[src/rtl/adec_pkg.sv]
package adec_pkg;
  localparam int PH_FRAC = 32;
  localparam int NGRP    = 4;
  typedef enum int {GRP_SQ = 0, GRP_TRI = 1, GRP_NOI = 2, GRP_DMC = 3} grp_e;
endpackage

[src/rtl/adec_div.sv]
module adec_div #(
  parameter int NUM_W = 28,
  parameter int DEN_W = 21
) (
  input  logic             clk,
  input  logic             rst_n,
  input  logic             start,
  input  logic [NUM_W-1:0] num,
  input  logic [DEN_W-1:0] den,
  output logic             busy,
  output logic             done,
  output logic [NUM_W-1:0] quo
);
  localparam int STEP_W = $clog2(NUM_W + 1);

  logic [DEN_W-1:0]  rem_q, rem_d, den_q, den_d;
  logic [NUM_W-1:0]  nq_q, nq_d;
  logic [STEP_W-1:0] step_q, step_d;
  logic              busy_d, done_d;
  logic [DEN_W:0]    trial;

  always_comb begin
    trial  = {rem_q, nq_q[NUM_W-1]};
    rem_d  = rem_q;
    nq_d   = nq_q;
    den_d  = den_q;
    step_d = step_q;
    busy_d = busy;
    done_d = 1'b0;
    if (start) begin
      rem_d  = '0;
      nq_d   = num;
      den_d  = den;
      step_d = STEP_W'(NUM_W);
      busy_d = 1'b1;
    end else if (busy) begin
      if (trial >= {1'b0, den_q}) begin
        rem_d = DEN_W'(trial - {1'b0, den_q});
        nq_d  = {nq_q[NUM_W-2:0], 1'b1};
      end else begin
        rem_d = trial[DEN_W-1:0];
        nq_d  = {nq_q[NUM_W-2:0], 1'b0};
      end
      step_d = step_q - STEP_W'(1);
      if (step_q == STEP_W'(1)) begin
        busy_d = 1'b0;
        done_d = 1'b1;
      end
    end
  end

  always_ff @(posedge clk or negedge rst_n) begin
    if (!rst_n) begin
      rem_q  <= '0;
      nq_q   <= '0;
      den_q  <= '0;
      step_q <= '0;
      busy   <= 1'b0;
      done   <= 1'b0;
    end else begin
      rem_q  <= rem_d;
      nq_q   <= nq_d;
      den_q  <= den_d;
      step_q <= step_d;
      busy   <= busy_d;
      done   <= done_d;
    end
  end

  assign quo = nq_q;

  // completion only ever ends a running division
  a_r4_done_after_busy: assert property (@(posedge clk) disable iff (!rst_n)
    done |-> $past(busy));
  // a start always leaves the divider running
  a_r4_start_runs: assert property (@(posedge clk) disable iff (!rst_n)
    start |=> busy);
endmodule

[src/rtl/adec_phase.sv]
module adec_phase import adec_pkg::*; #(
  parameter int CLK_HZ   = 1789773,
  parameter int RATE_W   = 20,
  parameter int DEF_RATE = 44100
) (
  input  logic              clk,
  input  logic              rst_n,
  input  logic              ce,
  input  logic              rate_ld,
  input  logic [RATE_W-1:0] rate_in,
  output logic              tick,
  output logic              emit,
  output logic              clr
);
  localparam int CLK_W     = $clog2(CLK_HZ + 1);
  localparam int INC_NUM_W = RATE_W + PH_FRAC;
  localparam logic [63:0] DEF_INC64 = (64'(DEF_RATE) << PH_FRAC) / 64'(CLK_HZ);

  logic [RATE_W-1:0]    rate_q, rate_d;
  logic [PH_FRAC-1:0]   inc_q, inc_d, phase_q, phase_d;
  logic [PH_FRAC:0]     sum;
  logic                 ld_ok, ib, idn;
  logic [INC_NUM_W-1:0] iq;

  assign ld_ok = rate_ld && (rate_in != '0) && (rate_in != rate_q);

  adec_div #(.NUM_W(INC_NUM_W), .DEN_W(CLK_W)) u_inc_div (
    .clk   (clk),
    .rst_n (rst_n),
    .start (ld_ok),
    .num   ({rate_in, {PH_FRAC{1'b0}}}),
    .den   (CLK_W'(CLK_HZ)),
    .busy  (ib),
    .done  (idn),
    .quo   (iq)
  );

  assign tick = ce && !ib && !idn && !ld_ok;
  assign sum  = {1'b0, phase_q} + {1'b0, inc_q};
  assign emit = tick && sum[PH_FRAC];
  assign clr  = ld_ok;

  always_comb begin
    rate_d  = rate_q;
    inc_d   = inc_q;
    phase_d = phase_q;
    if (ld_ok) begin
      rate_d  = rate_in;
      phase_d = '0;
    end else if (tick) begin
      phase_d = sum[PH_FRAC-1:0];
    end
    if (idn) inc_d = iq[PH_FRAC-1:0];
  end

  always_ff @(posedge clk or negedge rst_n) begin
    if (!rst_n) begin
      rate_q  <= RATE_W'(DEF_RATE);
      inc_q   <= DEF_INC64[PH_FRAC-1:0];
      phase_q <= '0;
    end else begin
      rate_q  <= rate_d;
      inc_q   <= inc_d;
      phase_q <= phase_d;
    end
  end

  // a rate below the clock gives an increment below one full turn
  a_r2_inc_fits: assert property (@(posedge clk) disable iff (!rst_n)
    idn |-> (iq[INC_NUM_W-1:PH_FRAC] == '0));
  // a zero rate leaves the active rate alone
  a_r6_zero_rate_kept: assert property (@(posedge clk) disable iff (!rst_n)
    (rate_ld && rate_in == '0) |=> $stable(rate_q));
  // the edge after an accepted load takes no CPU cycle
  a_r7_ce_blocked: assert property (@(posedge clk) disable iff (!rst_n)
    clr |=> !tick);
endmodule

[src/rtl/adec_accum.sv]
module adec_accum #(
  parameter int NGRP  = 4,
  parameter int ACC_W = 28,
  parameter int CNT_W = 21
) (
  input  logic                       clk,
  input  logic                       rst_n,
  input  logic                       tick,
  input  logic                       emit,
  input  logic                       clr,
  input  logic [NGRP-1:0][ACC_W-1:0] lvl,
  output logic [NGRP-1:0][ACC_W-1:0] num,
  output logic [CNT_W-1:0]           cnt
);
  logic [NGRP-1:0][ACC_W-1:0] acc_q, acc_d;
  logic [CNT_W-1:0]           cnt_q, cnt_d;

  always_comb begin
    cnt = cnt_q + CNT_W'(1);
    for (int g = 0; g < NGRP; g++) num[g] = acc_q[g] + lvl[g];
    acc_d = acc_q;
    cnt_d = cnt_q;
    if (clr || emit) begin
      acc_d = '0;
      cnt_d = '0;
    end else if (tick) begin
      acc_d = num;
      cnt_d = cnt;
    end
  end

  always_ff @(posedge clk or negedge rst_n) begin
    if (!rst_n) begin
      acc_q <= '0;
      cnt_q <= '0;
    end else begin
      acc_q <= acc_d;
      cnt_q <= cnt_d;
    end
  end

  // an emission leaves the cycle count empty
  a_r3_clear_after_emit: assert property (@(posedge clk) disable iff (!rst_n)
    emit |=> (cnt_q == '0));
endmodule

[src/rtl/audio_decimator.sv]
module audio_decimator import adec_pkg::*; #(
  parameter int CLK_HZ   = 1789773,
  parameter int RATE_W   = 20,
  parameter int DEF_RATE = 44100,
  parameter int SQ_W     = 4,
  parameter int TRI_W    = 4,
  parameter int NOI_W    = 4,
  parameter int DMC_W    = 7,
  parameter int CNT_W    = 21
) (
  input  logic              clk,
  input  logic              rst_n,
  input  logic              cpu_ce,
  input  logic [SQ_W-1:0]   sq1_lvl,
  input  logic [SQ_W-1:0]   sq2_lvl,
  input  logic [TRI_W-1:0]  tri_lvl,
  input  logic [NOI_W-1:0]  noi_lvl,
  input  logic [DMC_W-1:0]  dmc_lvl,
  input  logic [4:0]        mute,
  input  logic              rate_ld,
  input  logic [RATE_W-1:0] rate_in,
  output logic              smp_valid,
  output logic [SQ_W:0]     avg_sq,
  output logic [TRI_W-1:0]  avg_tri,
  output logic [NOI_W-1:0]  avg_noi,
  output logic [DMC_W-1:0]  avg_dmc
);
  localparam int W_A     = (SQ_W + 1 > TRI_W) ? SQ_W + 1 : TRI_W;
  localparam int W_B     = (NOI_W > DMC_W) ? NOI_W : DMC_W;
  localparam int LVL_MAX = (W_A > W_B) ? W_A : W_B;
  localparam int ACC_W   = LVL_MAX + CNT_W;

  logic                       tick, emit, clr;
  logic [NGRP-1:0][ACC_W-1:0] lvl, num, quo;
  logic [CNT_W-1:0]           cnt, den;
  logic [NGRP-1:0]            dbusy, ddone;

  always_comb begin
    lvl[GRP_SQ]  = (mute[0] ? '0 : ACC_W'(sq1_lvl)) + (mute[1] ? '0 : ACC_W'(sq2_lvl));
    lvl[GRP_TRI] = mute[2] ? '0 : ACC_W'(tri_lvl);
    lvl[GRP_NOI] = mute[3] ? '0 : ACC_W'(noi_lvl);
    lvl[GRP_DMC] = mute[4] ? '0 : ACC_W'(dmc_lvl);
  end

  adec_phase #(.CLK_HZ(CLK_HZ), .RATE_W(RATE_W), .DEF_RATE(DEF_RATE)) u_phase (
    .clk     (clk),
    .rst_n   (rst_n),
    .ce      (cpu_ce),
    .rate_ld (rate_ld),
    .rate_in (rate_in),
    .tick    (tick),
    .emit    (emit),
    .clr     (clr)
  );

  adec_accum #(.NGRP(NGRP), .ACC_W(ACC_W), .CNT_W(CNT_W)) u_accum (
    .clk   (clk),
    .rst_n (rst_n),
    .tick  (tick),
    .emit  (emit),
    .clr   (clr),
    .lvl   (lvl),
    .num   (num),
    .cnt   (cnt)
  );

  assign den = (cnt == '0) ? CNT_W'(1) : cnt;

  for (genvar g = 0; g < NGRP; g++) begin : g_avg
    adec_div #(.NUM_W(ACC_W), .DEN_W(CNT_W)) u_div (
      .clk   (clk),
      .rst_n (rst_n),
      .start (emit),
      .num   (num[g]),
      .den   (den),
      .busy  (dbusy[g]),
      .done  (ddone[g]),
      .quo   (quo[g])
    );
  end

  assign smp_valid = &ddone;
  assign avg_sq    = quo[GRP_SQ][SQ_W:0];
  assign avg_tri   = quo[GRP_TRI][TRI_W-1:0];
  assign avg_noi   = quo[GRP_NOI][NOI_W-1:0];
  assign avg_dmc   = quo[GRP_DMC][DMC_W-1:0];

  // samples must be spaced so that no division is still running
  a_r4_no_overlap: assert property (@(posedge clk) disable iff (!rst_n)
    emit |-> (dbusy == '0));
  // the valid strobe lasts one clock
  a_r4_valid_pulse: assert property (@(posedge clk) disable iff (!rst_n)
    smp_valid |=> !smp_valid);
  // an average never exceeds the widest level of its group
  a_r4_avg_in_range: assert property (@(posedge clk) disable iff (!rst_n)
    smp_valid |-> (quo[GRP_SQ][ACC_W-1:SQ_W+1] == '0) && (quo[GRP_TRI][ACC_W-1:TRI_W] == '0)
               && (quo[GRP_NOI][ACC_W-1:NOI_W] == '0) && (quo[GRP_DMC][ACC_W-1:DMC_W] == '0));
endmodule

[config.mk]
export PLATFORM = sky130hd
export DESIGN_NAME = audio_decimator
export DESIGN_NICKNAME = d
export VERILOG_FILES = /design/src/rtl/adec_pkg.sv /design/src/rtl/adec_div.sv /design/src/rtl/adec_phase.sv /design/src/rtl/adec_accum.sv /design/src/rtl/audio_decimator.sv
export SDC_FILE = /design/constraint.sdc
export NUM_CORES = 1
export LEC_CHECK = 0
export ABC_AREA = 0
export CAP_MARGIN = 20
export CELL_PAD_IN_SITES_DETAIL_PLACEMENT = 1
export CELL_PAD_IN_SITES_GLOBAL_PLACEMENT = 1
export CORE_MARGIN = 2
export CORE_UTILIZATION = 45
export DETAILED_ROUTE_END_ITERATION = 8
export GPL_TIMING_DRIVEN = 0
export PLACE_DENSITY = 0.81
export SYNTH_ARGS = -nofsm -noshare
export SYNTH_HDL_FRONTEND = slang
export SYNTH_SLANG_ARGS = --single-unit
[constraint.sdc]
create_clock -name clk -period 2.92 [get_ports clk]
set_input_delay 0.584 -clock clk [delete_from_list [all_inputs] [get_ports clk]]
set_output_delay 0.584 -clock clk [all_outputs]
set_load 0.005 [all_outputs]
==> results.ini <==
[layout]
final_common_cell = dfrtp_1
stdcell_area_um2 = 43300
final_cell_mix = dfrtp_1, nand2_1, nor2_1
n_fill_cell = 7817
area_growth_pct = 30.2
n_antenna_cell = 0
drive_above_1_share = 0.240
fin_nets = 4186
final_cells = 4970
finish.utilization = 0.593

[sta]
min_period_ns = 3.75
worst_slew_pin_slew_ns = 1.30
skew_ns = 0.0318
tns_ns = -189.03
rsz0062_at_grt = yes
hold_slack_ns = 0.506
fin_ws_ns = -0.830
maxSlewHeadroom = 0.137
setup_viol = 488
hold_violations = 0
max_freq_mhz = 267
drv_slew = 0
period_share = 1.28

[logic_synthesis]
synthCells = 3657
syn_avg_cell_area_um2 = 9.11
async_flop_share = 1.00
synth_nets = 3883
synth-seq-cells = 544
ys_warn_count = 0
synth_edf_count = 0
ys_seq_area_frac = 0.409
syn_area_um2 = 33300
synth_cell_types = 85
yosys_most_used_dff = dfrtp_1

[clock_tree]
htree_levels = 3
cts_tree = yes
insertion_delay_ns = 0.65
cts_sinks = 544
clock_path_buffers = 3
cts_root_buffer = clkbuf_16
cts_buffers = 66
path_clk_slew_ns = 0.07

[power_and_ir_drop]
peakVddDrop_mv = 0.335
comb_power_share = 0.043
p_leak_nw = 19.6
pwr-share-seq = 0.443
p_int_w = 0.0128
p_sw_w = 0.00446
power.share.clock = 0.514
power_density_nw_per_um2 = 399
p_sw_frac = 0.258

[placement]
post-place-cells = 4693
dpl.hpwl_um = 75400
placed_area_um2 = 35500
place.gp.congestion = 0.903
port_buffers = 72

[floorplan]
start_util = 0.456
die_h_um = 276
ios = 73
dieArea_um2 = 76200
core-area_um2 = 73100
dieWidth_um = 276
rows = 99

[detailed_routing]
antenna_left = 0
vias_per_cell = 6.92
drt_wl_total_um = 159000
first_iter_violations = 3644
vias = 34400
routedWlPerCell_um = 32.1
route.detailed.drc = 2
drt_first_pass_iters = 9

[hold_path]
hp-class = in2async

[global_route]
grtUsageMet1 = 0.413
grt_pass1_wl_um = 192000
globalRouteMet2Util = 0.507
gr-total-overflow = 0
grt_busiest_layer = met2
antenna_found_initial = 3
track_usage = 0.315
grtUsageMet3 = 0.0586
grt_start_max_net_pins = 119
grt_pass1_vias = 32700

[critical_path]
cp.arrival_ns = 4.20
reg2reg_to = g_avg[1].u_div.den_q[14]
reg2reg_setup_slack_ns = -0.83
critPathLaunch = u_phase.phase_q[9]
cp-endpoint = g_avg[1].u_div.den_q[14]
ff2ff_path_depth = 12
startpoint_type = flop
worstSetupEndpointType = flop
crit_required_ns = 3.37
crit_fanout = 10
crit-reg2reg-launch = u_phase.phase_q[9]
crit_type = reg2reg

[outcome]
status = complete, but fails checks
violations = DRC, setup timing

[run]
maxCapViolCount = 0

==> cell families after synthesis <==
family,Yosys count,synth area share
compound gates,1024,0.192
xor+xnor,250,0.0657
fa+ha+maj,174,0.0683
buf+inv,371,0.0460
flops,544,0.409
mux,183,0.0565
simple gates,1111,0.162
==> layer usage <==
metal,up-vias,share of wire
li1,13600,-
met2,2594,0.45
met4,8,0.085
met1,17100,0.36
met3,1016,0.10
met5,-,0.00046
==> timing repair <==
item | 4_1_cts | 5_1_grt
buffers inserted | 83 | 54
setup endpoints to repair | 512 | 510
pin swaps | 85 | 79
hold buffers | 1 | 0
cloned | 10 | 26
resized for setup | 501 | 515
hold endpoints to repair | 57 | 0
==> synth_stat cells (85+ instances only) <==
| cell type | n | area, um2 |
|---|---|---|
| a211oi_1 | 151 | 1130 |
| a21o_1 | 85 | 638 |
| a21oi_1 | 260 | 1300 |
| clkbuf_1 | 157 | 589 |
| dfrtp_1 | 524 | 13100 |
| ha_1 | 161 | 2010 |
| inv_1 | 134 | 503 |
| mux2i_1 | 142 | 1420 |
| nand2_1 | 345 | 1290 |
| nand3_1 | 87 | 435 |
| nor2_1 | 254 | 953 |
| nor2b_1 | 104 | 651 |
| o21ai_0 | 296 | 1480 |
| xnor2_1 | 150 | 1310 |
| xor2_1 | 100 | 876 |
==> registers in the layout, summed over array words and instances (netlist names), 4 cells and up <==
name / cells
u_phase.phase_q: 32
u_phase.inc_q: 32
u_accum.cnt_q: 21
g_avg.u_div.den_q: 21
u_accum.acc_q: 112
g_avg.u_div.rem_q: 84
g_avg.u_div.step_q: 20
u_phase.rate_q: 20
g_avg.u_div.busy: 4
g_avg.u_div.done: 4
u_phase.u_inc_div.rem_q: 21
u_phase.u_inc_div.quo: 52
u_phase.u_inc_div.step_q: 6
g_avg.u_div.quo: 112
==> cell type report <==
cell class	count	area, um2	share of cell area
Buffer	223	1910	0.0440
Clock buffer	93	1890	0.0437
Clock inverter	26	304	0.00701
Inverter	135	563	0.0130
Multi-Input combinational cell	2742	20900	0.481
Sequential cell	544	13600	0.315
Tap cell	959	1200	0.0277
Timing Repair Buffer	248	2980	0.0688
==> critical path, cell delays in order, from the launching register on <==
cell and delay (ns):
dfrtp_1 0.40, ha_2 0.43, o21ai_0 0.19, a221oi_1 0.55, o21ai_0 0.15, nand2_1 0.09, o311a_1 0.22, buf_4 0.15
o211a_4 0.19, o21ai_4 0.11, buf_6 0.18, buf_8 0.15, o21ai_0 0.76
==> metrics by stage <==
stage | power [W] | worst slack (ns)
floorplan | 0.00802 | -0.164
global placement | 0.00840 | -23.82
detailed placement | 0.00842 | -2.12
CTS | 0.0169 | -0.240
global route | 0.0176 | -0.781
finish | 0.0173 | -0.830
==> power by group through the flow <==
stage               clock network [W]  registers [W]  logic, W
floorplan                           0        0.00778  0.000242
global placement                    0        0.00781  0.000588
detailed placement                  0        0.00779  0.000628
CTS                           0.00862        0.00766  0.000651
global route                  0.00911        0.00767  0.000783
finish                        0.00889        0.00767  0.000741
==> worst min path at each step <==
| stage | startpoint | endpoint | cells after the start |
|---|---|---|---|
| after floorplan | rst_n | g_avg[0].u_div.busy | 0 |
| after global placement | g_avg[1].u_div.den_q[4] | g_avg[1].u_div.den_q[4] | 2 |
| after detailed placement | g_avg[1].u_div.den_q[16] | g_avg[1].u_div.den_q[16] | 2 |
| after CTS | g_avg[1].u_div.den_q[3] | g_avg[1].u_div.den_q[3] | 2 |
| after global routing | u_phase.rate_q[2] | u_phase.rate_q[2] | 2 |
| final | rst_n | u_phase.inc_q[8] | 2 |
Note: power is estimated with default switching activity, not from simulation.
